==> src/rtl/snp_pkg.sv <==
// Package: shared state encoding and snoop transfer-type codes.
// Assumes a 2-bit MESI code stored per data-cache entry.
package snp_pkg;
    typedef enum logic [1:0] {
        ST_I = 2'd0,
        ST_S = 2'd1,
        ST_E = 2'd2,
        ST_M = 2'd3
    } mesi_t;

    localparam logic [4:0] TT_RD_NOCACHE = 5'b01011;
    localparam logic [4:0] TT_ICINV      = 5'b01101;
    localparam logic [4:0] TT_ORDER      = 5'b10000;
    localparam logic [4:0] TT_KILL       = 5'b01100;
    localparam logic [4:0] TT_FLUSH      = 5'b00100;
endpackage

==> src/rtl/snp_tag_table.sv <==
// Direct-mapped tag table with DW bits of payload per set and NRD read ports.
// A read hits when the stored tag matches and the payload is nonzero; a miss
// reads payload zero. One write port; writes take effect at the next edge.
// Assumes the caller arbitrates among writers.
module snp_tag_table #(
    parameter int IDXW = 4,
    parameter int TAGW = 23,
    parameter int DW   = 2,
    parameter int NRD  = 3
) (
    input  logic                           clk,
    input  logic                           rst_n,
    input  logic [NRD-1:0][IDXW-1:0]       rd_idx,
    input  logic [NRD-1:0][TAGW-1:0]       rd_tag,
    output logic [NRD-1:0]                 rd_hit,
    output logic [NRD-1:0][DW-1:0]         rd_data,
    input  logic                           we,
    input  logic [IDXW-1:0]                w_idx,
    input  logic [TAGW-1:0]                w_tag,
    input  logic [DW-1:0]                  w_data
);
    localparam int SETS = 1 << IDXW;

    logic [TAGW-1:0] tag_q [SETS];
    logic [DW-1:0]   dat_q [SETS];

    // Storage update: clear all payloads on reset, else apply the write port.
    always_ff @(posedge clk) begin
        if (!rst_n) begin
            for (int s = 0; s < SETS; s++) begin
                tag_q[s] <= '0;
                dat_q[s] <= '0;
            end
        end else if (we) begin
            tag_q[w_idx] <= w_tag;
            dat_q[w_idx] <= w_data;
        end
    end

    // One lookup per read port.
    for (genvar p = 0; p < NRD; p++) begin : g_rd
        always_comb begin
            rd_hit[p]  = (tag_q[rd_idx[p]] == rd_tag[p]) && (dat_q[rd_idx[p]] != '0);
            rd_data[p] = rd_hit[p] ? dat_q[rd_idx[p]] : '0;
        end
    end
endmodule

==> src/rtl/snp_castout.sv <==
// One-entry castout buffer. Holds the block address and the state to install
// when memory accepts the data. Busy from start until an acknowledge.
// Assumes start is never raised while busy.
module snp_castout #(
    parameter int BLKW = 27
) (
    input  logic            clk,
    input  logic            rst_n,
    input  logic            start,
    input  logic [BLKW-1:0] start_blk,
    input  logic [1:0]      start_next,
    input  logic            ack,
    input  logic            ok,
    output logic            busy,
    output logic [BLKW-1:0] blk,
    output logic [1:0]      next_st,
    output logic            done_ok
);
    // Buffer state: load on start, release on acknowledge.
    always_ff @(posedge clk) begin
        if (!rst_n) begin
            busy    <= 1'b0;
            blk     <= '0;
            next_st <= '0;
        end else if (busy) begin
            if (ack) busy <= 1'b0;
        end else if (start) begin
            busy    <= 1'b1;
            blk     <= start_blk;
            next_st <= start_next;
        end
    end

    // A successful acknowledge of a pending castout commits the new state.
    assign done_ok = busy && ack && ok;

    // the request and its address stay put until acknowledged.
    a_r5_castout_held: assert property (@(posedge clk) disable iff (!rst_n)
        busy && !ack |=> busy && $stable(blk));
endmodule

==> src/rtl/snp_rsv.sv <==
// Single reservation register. A reserved load sets it; a kill of the same
// block clears it. Assumes set and kill do not arrive together.
module snp_rsv #(
    parameter int BLKW = 27
) (
    input  logic            clk,
    input  logic            rst_n,
    input  logic            set,
    input  logic [BLKW-1:0] set_blk,
    input  logic            kill,
    input  logic [BLKW-1:0] kill_blk,
    output logic            valid
);
    logic [BLKW-1:0] blk_q;

    // Reservation tracking.
    always_ff @(posedge clk) begin
        if (!rst_n) begin
            valid <= 1'b0;
            blk_q <= '0;
        end else if (set) begin
            valid <= 1'b1;
            blk_q <= set_blk;
        end else if (kill && valid && (blk_q == kill_blk)) begin
            valid <= 1'b0;
        end
    end

    // a kill that covers the reserved block drops the reservation.
    a_r9_kill_drops_rsv: assert property (@(posedge clk) disable iff (!rst_n)
        kill && !set && valid && (blk_q == kill_blk) |=> !valid);
endmodule

==> src/rtl/snoop_responder.sv <==
// Snoop responder for one data cache. Decodes the transfer type of each
// coherent snooped transaction against the local MESI state and drives
// registered shared/retry responses, castouts, instruction-entry invalidates
// and the reservation. Assumes fills never coincide with snoops, data fills
// never arrive while a castout is pending, and reserved loads never coincide
// with kill snoops.
module snoop_responder
    import snp_pkg::*;
#(
    parameter int AW   = 32,
    parameter int OFFW = 5,
    parameter int IDXW = 4
) (
    input  logic          clk,
    input  logic          rst_n,
    input  logic          snp_valid,
    input  logic [4:0]    snp_tt,
    input  logic [2:0]    snp_wim,
    input  logic [AW-1:0] snp_addr,
    output logic          resp_shared,
    output logic          resp_retry,
    output logic          co_req,
    output logic [AW-1:0] co_addr,
    input  logic          co_ack,
    input  logic          co_ok,
    input  logic          dfill_valid,
    input  logic [AW-1:0] dfill_addr,
    input  logic [1:0]    dfill_state,
    input  logic          ifill_valid,
    input  logic [AW-1:0] ifill_addr,
    input  logic          lr_req,
    input  logic [AW-1:0] lr_addr,
    output logic          lr_hit,
    output logic          lr_atomic,
    output logic          rsv_valid,
    input  logic [AW-1:0] look_addr,
    output logic [1:0]    look_dstate,
    output logic          look_ivalid
);
    localparam int TAGW = AW - OFFW - IDXW;
    localparam int BLKW = AW - OFFW;
    localparam int PSNP = 0;
    localparam int PLK  = 1;
    localparam int PLR  = 2;

    // Block addresses: offset bits dropped everywhere.
    logic [BLKW-1:0] snp_blk, look_blk, lr_blk, dfill_blk, ifill_blk;
    assign snp_blk   = snp_addr[AW-1:OFFW];
    assign look_blk  = look_addr[AW-1:OFFW];
    assign lr_blk    = lr_addr[AW-1:OFFW];
    assign dfill_blk = dfill_addr[AW-1:OFFW];
    assign ifill_blk = ifill_addr[AW-1:OFFW];

    // Data-cache table ports.
    logic [2:0][IDXW-1:0] d_rd_idx;
    logic [2:0][TAGW-1:0] d_rd_tag;
    logic [2:0]           d_hit;
    logic [2:0][1:0]      d_data;
    logic                 d_we;
    logic [IDXW-1:0]      d_w_idx;
    logic [TAGW-1:0]      d_w_tag;
    logic [1:0]           d_w_data;

    // Instruction-cache table ports.
    logic [1:0][IDXW-1:0] i_rd_idx;
    logic [1:0][TAGW-1:0] i_rd_tag;
    logic [1:0]           i_hit;
    logic [1:0][0:0]      i_data;
    logic                 i_we;
    logic [IDXW-1:0]      i_w_idx;
    logic [TAGW-1:0]      i_w_tag;
    logic [0:0]           i_w_data;

    // Castout buffer signals.
    logic            co_busy, co_done_ok, co_start;
    logic [BLKW-1:0] co_blk;
    logic [1:0]      co_next_q, co_next_d;

    // Snoop decision signals.
    logic       coherent;
    logic       sh_d, rt_d;
    logic       dw_snp;
    logic [1:0] dw_state;
    logic       i_clr;
    logic       rsv_kill;
    mesi_t      snp_state;

    // Read-port address split.
    always_comb begin
        d_rd_idx[PSNP] = snp_blk[IDXW-1:0];
        d_rd_tag[PSNP] = snp_blk[BLKW-1:IDXW];
        d_rd_idx[PLK]  = look_blk[IDXW-1:0];
        d_rd_tag[PLK]  = look_blk[BLKW-1:IDXW];
        d_rd_idx[PLR]  = lr_blk[IDXW-1:0];
        d_rd_tag[PLR]  = lr_blk[BLKW-1:IDXW];
        i_rd_idx[PSNP] = snp_blk[IDXW-1:0];
        i_rd_tag[PSNP] = snp_blk[BLKW-1:IDXW];
        i_rd_idx[PLK]  = look_blk[IDXW-1:0];
        i_rd_tag[PLK]  = look_blk[BLKW-1:IDXW];
    end

    snp_tag_table #(.IDXW(IDXW), .TAGW(TAGW), .DW(2), .NRD(3)) u_dtags (
        .clk     (clk),
        .rst_n   (rst_n),
        .rd_idx  (d_rd_idx),
        .rd_tag  (d_rd_tag),
        .rd_hit  (d_hit),
        .rd_data (d_data),
        .we      (d_we),
        .w_idx   (d_w_idx),
        .w_tag   (d_w_tag),
        .w_data  (d_w_data)
    );

    snp_tag_table #(.IDXW(IDXW), .TAGW(TAGW), .DW(1), .NRD(2)) u_itags (
        .clk     (clk),
        .rst_n   (rst_n),
        .rd_idx  (i_rd_idx),
        .rd_tag  (i_rd_tag),
        .rd_hit  (i_hit),
        .rd_data (i_data),
        .we      (i_we),
        .w_idx   (i_w_idx),
        .w_tag   (i_w_tag),
        .w_data  (i_w_data)
    );

    snp_castout #(.BLKW(BLKW)) u_castout (
        .clk        (clk),
        .rst_n      (rst_n),
        .start      (co_start),
        .start_blk  (snp_blk),
        .start_next (co_next_d),
        .ack        (co_ack),
        .ok         (co_ok),
        .busy       (co_busy),
        .blk        (co_blk),
        .next_st    (co_next_q),
        .done_ok    (co_done_ok)
    );

    snp_rsv #(.BLKW(BLKW)) u_rsv (
        .clk      (clk),
        .rst_n    (rst_n),
        .set      (lr_req),
        .set_blk  (lr_blk),
        .kill     (rsv_kill),
        .kill_blk (snp_blk),
        .valid    (rsv_valid)
    );

    assign coherent  = snp_valid && snp_wim[0];
    assign snp_state = mesi_t'(d_data[PSNP]);

    // Snoop decode: response, castout start and table actions per transfer type.
    always_comb begin
        sh_d      = 1'b0;
        rt_d      = 1'b0;
        co_start  = 1'b0;
        co_next_d = ST_I;
        dw_snp    = 1'b0;
        dw_state  = ST_I;
        i_clr     = 1'b0;
        rsv_kill  = 1'b0;
        if (coherent) begin
            if (co_busy) begin
                rt_d = 1'b1;
            end else begin
                case (snp_tt)
                    TT_RD_NOCACHE: begin
                        if (snp_state == ST_M) begin
                            rt_d      = 1'b1;
                            sh_d      = 1'b1;
                            co_start  = 1'b1;
                            co_next_d = ST_E;
                        end else if (snp_state != ST_I) begin
                            sh_d = 1'b1;
                        end
                    end
                    TT_ICINV: begin
                        i_clr = i_hit[PSNP];
                    end
                    TT_ORDER: begin
                        rt_d = 1'b1;
                    end
                    TT_KILL: begin
                        dw_snp   = d_hit[PSNP];
                        rsv_kill = 1'b1;
                    end
                    TT_FLUSH: begin
                        if (snp_state == ST_M) begin
                            rt_d      = 1'b1;
                            co_start  = 1'b1;
                            co_next_d = ST_I;
                        end else begin
                            dw_snp = d_hit[PSNP];
                        end
                    end
                    default: ;
                endcase
            end
        end
    end

    // Data-table write arbitration: castout commit, then snoop, then fill.
    always_comb begin
        d_we     = 1'b1;
        d_w_idx  = dfill_blk[IDXW-1:0];
        d_w_tag  = dfill_blk[BLKW-1:IDXW];
        d_w_data = dfill_state;
        if (co_done_ok) begin
            d_w_idx  = co_blk[IDXW-1:0];
            d_w_tag  = co_blk[BLKW-1:IDXW];
            d_w_data = co_next_q;
        end else if (dw_snp) begin
            d_w_idx  = snp_blk[IDXW-1:0];
            d_w_tag  = snp_blk[BLKW-1:IDXW];
            d_w_data = dw_state;
        end else begin
            d_we = dfill_valid;
        end
    end

    // Instruction-table write arbitration: snoop invalidate over fill.
    always_comb begin
        i_we     = i_clr || ifill_valid;
        i_w_idx  = i_clr ? snp_blk[IDXW-1:0] : ifill_blk[IDXW-1:0];
        i_w_tag  = i_clr ? snp_blk[BLKW-1:IDXW] : ifill_blk[BLKW-1:IDXW];
        i_w_data = i_clr ? 1'b0 : 1'b1;
    end

    // Registered bus responses and reserved-load outcome.
    always_ff @(posedge clk) begin
        if (!rst_n) begin
            resp_shared <= 1'b0;
            resp_retry  <= 1'b0;
            lr_hit      <= 1'b0;
            lr_atomic   <= 1'b0;
        end else begin
            resp_shared <= sh_d;
            resp_retry  <= rt_d;
            lr_hit      <= lr_req && d_hit[PLR];
            lr_atomic   <= lr_req && !d_hit[PLR];
        end
    end

    assign co_req      = co_busy;
    assign co_addr     = {co_blk, {OFFW{1'b0}}};
    assign look_dstate = d_data[PLK];
    assign look_ivalid = i_hit[PLK];

    // no response without a preceding snoop.
    a_r12_quiet_without_snoop: assert property (@(posedge clk) disable iff (!rst_n)
        !snp_valid |=> !resp_shared && !resp_retry);

    // non-coherent snoops are never answered.
    a_r2_noncoherent_silent: assert property (@(posedge clk) disable iff (!rst_n)
        snp_valid && !snp_wim[0] |=> !resp_shared && !resp_retry);

    // pending castout forces retry alone.
    a_r6_retry_while_busy: assert property (@(posedge clk) disable iff (!rst_n)
        snp_valid && snp_wim[0] && co_req |=> resp_retry && !resp_shared);

    // ordering snoop answers retry only.
    a_r8_order_retry: assert property (@(posedge clk) disable iff (!rst_n)
        snp_valid && snp_wim[0] && !co_req && (snp_tt == TT_ORDER) |=> resp_retry && !resp_shared);

    // instruction-invalidate snoop is silent on the bus.
    a_r7_icinv_silent: assert property (@(posedge clk) disable iff (!rst_n)
        snp_valid && snp_wim[0] && !co_req && (snp_tt == TT_ICINV) |=> !resp_retry && !resp_shared);

    // a reserved load reports exactly one outcome.
    a_r11_one_outcome: assert property (@(posedge clk) disable iff (!rst_n)
        lr_req |=> $countones({lr_hit, lr_atomic}) == 1);

    // a castout begins only after a retried snoop answer.
    a_r5_castout_after_retry: assert property (@(posedge clk) disable iff (!rst_n)
        $rose(co_req) |-> resp_retry);
endmodule

==> config.mk <==
export PLATFORM = sky130hd
export DESIGN_NAME = snoop_responder
export DESIGN_NICKNAME = d
export VERILOG_FILES = /design/src/rtl/snp_pkg.sv /design/src/rtl/snp_tag_table.sv /design/src/rtl/snp_castout.sv /design/src/rtl/snp_rsv.sv /design/src/rtl/snoop_responder.sv
export SDC_FILE = /design/constraint.sdc
export NUM_CORES = 2
export LEC_CHECK = 0
export BUFFER_PORTS_ARGS = -buffer_cell sky130_fd_sc_hd__buf_2
export CAP_MARGIN = 10
export CORE_ASPECT_RATIO = 1.75
export CORE_UTILIZATION = 35
export CTS_CLUSTER_DIAMETER = 100
export DETAILED_ROUTE_END_ITERATION = 16
export PLACE_DENSITY = 0.53
export SLEW_MARGIN = 20
export SYNTH_ARGS = -nofsm -noshare
export SYNTH_HDL_FRONTEND = slang
export SYNTH_SLANG_ARGS = --single-unit
==> constraint.sdc <==
create_clock -name clk -period 6.1 [get_ports clk]
set_clock_uncertainty 0.15 [all_clocks]
set_input_delay 0.61 -clock clk [delete_from_list [all_inputs] [get_ports clk]]
set_output_delay 0.61 -clock clk [all_outputs]
set_load 0.05 [all_outputs]
# == Word-level counts from Yosys, hierarchy flattened ==
# Memories as Yosys holds them, arrays and structs flattened.
# Cells that the tools add are included.
# totals
mem_bits_ro,0
latch_bits,0
register_bits,62
in_bits,178
ramBits,784
memories,4
# classes
n_addsub,0
n_div,0
bitwise,4
mux,58
order_cmp,0
n_mul,0
n_eq_ne,12
shift,0
reduce_logical,27
# mem_list
name,depth,word_bits,read_ports,rd_clocked_by_memory_dff,wr,line,rtl
u_dtags.tag_q,16,23,3,0,16,snp_tag_table.sv:24,logic [TAGW-1:0] tag_q [SETS];
u_itags.tag_q,16,23,2,0,16,snp_tag_table.sv:24,
u_dtags.dat_q,16,2,3,0,16,snp_tag_table.sv:25,logic [DW-1:0] dat_q [SETS];
u_itags.dat_q,16,1,2,0,16,snp_tag_table.sv:25,
# ops
cell,count
$eq 23x23->1,5
$mux 23,5
$reduce_or 23->1,2
$mux 1,36
$mux 4,7
$eq 27x27->1,1
$mux 2,8
$eq 5x4->1 const B,3
$logic_and 1x1->1,12
$reduce_bool 2->1,5
$eq 5x3->1 const B,1
$eq 5x5->1 const B,1
$not 1->1,4
$pmux 1 s2,2
$reduce_and 2->1,2
$reduce_or 2->1,2
$reduce_or 4->1,1
$eq 2x2->1 const B,1
$logic_not 1->1,1
$logic_or 1x1->1,1
$reduce_or 1->1,1

# == Longest topological paths before layout ==
# An unclocked memory read counts as a cell.
# logic_depth
ltp_word,16
mapped_depth,20
ltp_nobuf,10

# == Hierarchy ==
# From an unflattened synthesis, not the netlist that was laid out.
# hier_totals
cells_unflattened,3886
hier_area_um2,52700.5
# by_module_without_submodules
module,n_inst,area_each_um2,cells_each,seq_area_each_um2
snp_tag_table at u_dtags,1,27042.2,2013,12011.5
snp_tag_table at u_itags,1,21635.8,1478,11370.9
snoop_responder,1,1438.9,137,80.1
snp_rsv,1,1356.3,126,560.5
snp_castout,1,1227.4,132,600.6

# == Worst setup path after synthesis ==
# Ideal clock, no wire load.
# synth_path
path_kind,input to register
from,input snp_addr[6]
to,"memory u_dtags.dat_q[11][0], enable pin"
setup_ps,446
stages,15
n_path_buf,6
arrival_time_ps,5629
required_ps,5504
slack_ps,-124
path_cell_list,buf_2 -> buf_2 -> nor2_1 -> buf_2 -> a221oi_1 -> xor2_1 -> o41a_1 -> nor3_1 -> nand4_1 -> buf_1 -> mux2i_1 -> o211ai_1 -> buf_2 -> buf_1 -> o31ai_1
# synth_lines
item,line,rtl
start: declaration,snoop_responder.sv:19,"input logic [AW-1:0] snp_addr,"
end: declaration,snp_tag_table.sv:25,

# == Worst setup path after layout ==
# layout_path
from,input look_addr[5]
to,output look_dstate[0]
# layout_between
elab_chain_cells,4
word_cells_on_any_way,6
# layout_lines
item,line,rtl
start: declaration,snoop_responder.sv:36,"input logic [AW-1:0] look_addr,"
$mem_v2 16x23 or $mem_v2 16x2 (tied branches),--,
$eq 23x23->1 or $reduce_bool 2->1 (tied branches),snp_tag_table.sv:43,rd_hit[p] = (tag_q[rd_idx[p]] == rd_tag[p]) && (dat_q[rd_idx[p]] != '0);
$logic_and 1x1->1,snp_tag_table.sv:43,
$mux 2 (*),snp_tag_table.sv:44,rd_data[p] = rd_hit[p] ? dat_q[rd_idx[p]] : '0;
end: declaration,snoop_responder.sv:37,"output logic [1:0] look_dstate,"
# Mark *: on every way between the ends. The rest lies on a longest branch, timed or not.

==> flow_summary_export.csv <==
group,metric,value,unit
timing,fin_setup_tns,0,ps
route,wirelength,203.0,mm
clocking,root_buffer,"clkbuf_16",
logic_synthesis,ys.warnings.count,0,
logic_synthesis,synth.yosys.seq_area_share,0.5082,
timing,fin_crit,5330,ps
grt,antenna_found_initial,11,
route,vias,34925,
setup_path,crit_path_end_kind,"primary output",
clocking,hold_buffers,0,
setup_path,worstPathMaxFanout,32,
run_status,status,"complete, no violations",
timing,maxSlewHeadroom,0.3050,
logic_synthesis,synthSimpleGateAreaFrac,0.1028,
logic_synthesis,syn_inst,3403,
placed_design,globalplace.congestion,0.9076,
grt,grt_overflow,0,
setup_path,setup.worst_path.start_class,"primary input",
floorplan,die_w,283.1,um
timing,rsz0062_at_grt,"false",
power,ir_drop,0.1788,mV
floorplan,initial_core_util,0.3524,
timing,setup_viol,0,
power,powerDensity,259.3,mW/mm2
final_layout,final_cell_mix,"edfxtp_1 (768), nor2_1 (570), mux4_2 (535)",
timing,worst_slack,770.1,ps
clocking,cts_made_buffers,79,
timing,finalCritPeriodShare,0.8738,
power,leakagePower,18.91,nW
floorplan,dieHeight,494,um
logic_synthesis,synth-adder-area-share,0,
final_layout,regArea,0.02460,mm2
setup_path,worstPathRequired,5340,ps
floorplan,die_area,0.1399,mm2
timing,max_freq,187.6,MHz
placed_design,io_buffer_count,186,
grt,grt_usage,0.2877,
clocking,cts_resized,0,
logic_synthesis,synth_seq_cells,845,
route,wl_per_cell,37.06,um
logic_synthesis,synthMuxAreaShare,0.3042,
grt,grt_pass1_vias,35068,
placed_design,dpl.hpwl,138.9,mm
clocking,cts_tree,"yes",
route,dr.pass1.iters,6,
final_layout,layout_commonest_cell,"edfxtp_1",
route,drc,0,
logic_synthesis,ys.flop_type,"edfxtp_1",
timing,worstMarginPinSlew,1033,ps
setup_path,critPathKind,"in -> out",
clocking,insertion_delay,710,ps
clocking,cts.path.max_buffers,3,
clocking,htree_levels,3,
route,drt_iter0_markers,4259,
timing,drv_slew,0,
logic_synthesis,synth-async-reset-ratio,0,
final_layout,drive_gt1_frac,0.3363,
setup_path,critPathArrivalTime,4570,ps
logic_synthesis,synth_cell_types,70,
logic_synthesis,synth_area,0.04841,mm2
final_layout,multiInputGateArea,0.02242,mm2
floorplan,core_area,0.1374,mm2
floorplan,io_pins,219,
placed_design,pre_cts_ws,340.3,ps
setup_path,r2r_cells,13,
clocking,path_clk_slew,70,ps
worst_hold_path,whs_path_depth,3,
logic_synthesis,synth_enable_flop_cells,768,
grt,grt_max_degree,77,
final_layout,fillCellCount,12704,
route,viasPerCell,6.377,
final_layout,area_delta_synth_final,15.85,%
route,drtAntennaViolNets,0,
floorplan,rows,180,
timing,final_hold_viol_count,0,
clocking,postCtsSetupRepairBufs,0,
clocking,clock-sinks,845,
logic_synthesis,synth_xor_area_frac,0.02659,
worst_hold_path,hp-class,"in -> reg",
grt,grt_pass1_wl,278.5,mm
logic_synthesis,synth-compound-area-share,0.02194,
logic_synthesis,syn_avg_cell_area,14.23,um2
logic_synthesis,synth_top_family_by_area,"multiplexers",
final_layout,num-nets-final,3769,
flow_run,cap_violations,0,
-- synth_stat cells, types with 34 or more instances --
cell type,n,area [um2]
edfxtp_1,768,23060
nor2_1,573,2151
mux4_2,535,12050
nor3_1,218,1091
mux2i_1,213,2132
clkbuf_1,150,563.0
buf_2,118,590.6
nor4_1,109,681.9
xnor2_1,99,867.1
dfxtp_1,77,1541
buf_1,60,225.2
nand2_1,58,217.7
xor2_1,48,420.4
mux2_2,44,495.5
nand3_1,34,170.2
-- metal layers --
layer / vias up / GRT usage / share of wire
met4: 14 / 0.1965 / 0.078
met5: - / 0 / 0.00043
met1: 18147 / 0.3188 / 0.33
li1: 13846 / - / -
met3: 608 / 0.05650 / 0.091
met2: 2310 / 0.4984 / 0.50
-- state kept, by name, indices dropped and copies added (netlist names), 16 cells and up --
name           count
u_itags.tag_q    368
u_castout.blk     27
u_dtags.dat_q     32
u_itags.dat_q     16
u_rsv.blk_q       27
u_dtags.tag_q    368
-- stage by stage --
stage | instance area (um2) | util | hold WS [ps] | total power, W | std cells
2_1_floorplan | 48430 | - | 301.5 | 0.008371 | 3407
3_3_place_gp | 53530 | 0.3897 | 326.4 | 0.009477 | 5330
3_5_place_dp | 53530 | 0.3897 | 331.2 | 0.009507 | 5330
4_1_cts | 56080 | 0.4082 | 3.513 | 0.01455 | 5475
5_1_grt | 56090 | 0.4082 | 33.92 | 0.01486 | 5476
6_report | 56090 | 0.4083 | 23.73 | 0.01454 | 5477
-- layout make-up --
cell class,count,area share
Sequential cell,845,0.4387
Clock buffer,103,0.03835
Tap cell,1820,0.04060
Antenna cell,2,0.00008923
Clock inverter,42,0.007116
Timing Repair Buffer,470,0.07475
Inverter,11,0.0007585
Multi-Input combinational cell,2184,0.3997
-- worst max-delay path, stage by stage --
cell     delay [ps]
buf_8           360
buf_12          350
mux4_2          540
mux4_2          620
xnor2_1         250
nand4_1         330
nor4_1          300
buf_4           220
nand3_1         130
nor2_1          380
buf_2           350
-- report_power, final --
| part | internal [W] | switching (W) | leakage [nW] |
|---|---|---|---|
| Sequential | 0.00663 | 0.000209 | 7.96 |
| Combinational | 0.00109 | 0.00148 | 9.73 |
| Clock | 0.00276 | 0.00236 | 1.23 |
-- cell families (layout without fill, tap and decap cells) --
| logic type | after synthesis | after routing |
|---|---|---|
| DFF | 845 | 845 |
| and+or+nand+nor | 1090 | 1090 |
| muxes | 795 | 795 |
| buffers and inverters | 378 | 626 |
| other | 1 | 7 |
| AOI/OAI and AO/OA | 147 | 147 |
| xor gates and xnor gates | 147 | 147 |
-- worst paths after layout --
check	startpoint	endpoint	slack, ps
min	lr_addr[17]	u_rsv.blk_q[12]	20
max reg2reg	u_dtags.tag_q[11][11]	u_dtags.dat_q[3][0]	1260
min reg2reg	u_castout.next_st[1]	u_castout.next_st[1]	360
max	look_addr[5]	look_dstate[0]	770
Note: power is estimated with default switching activity, not from simulation.
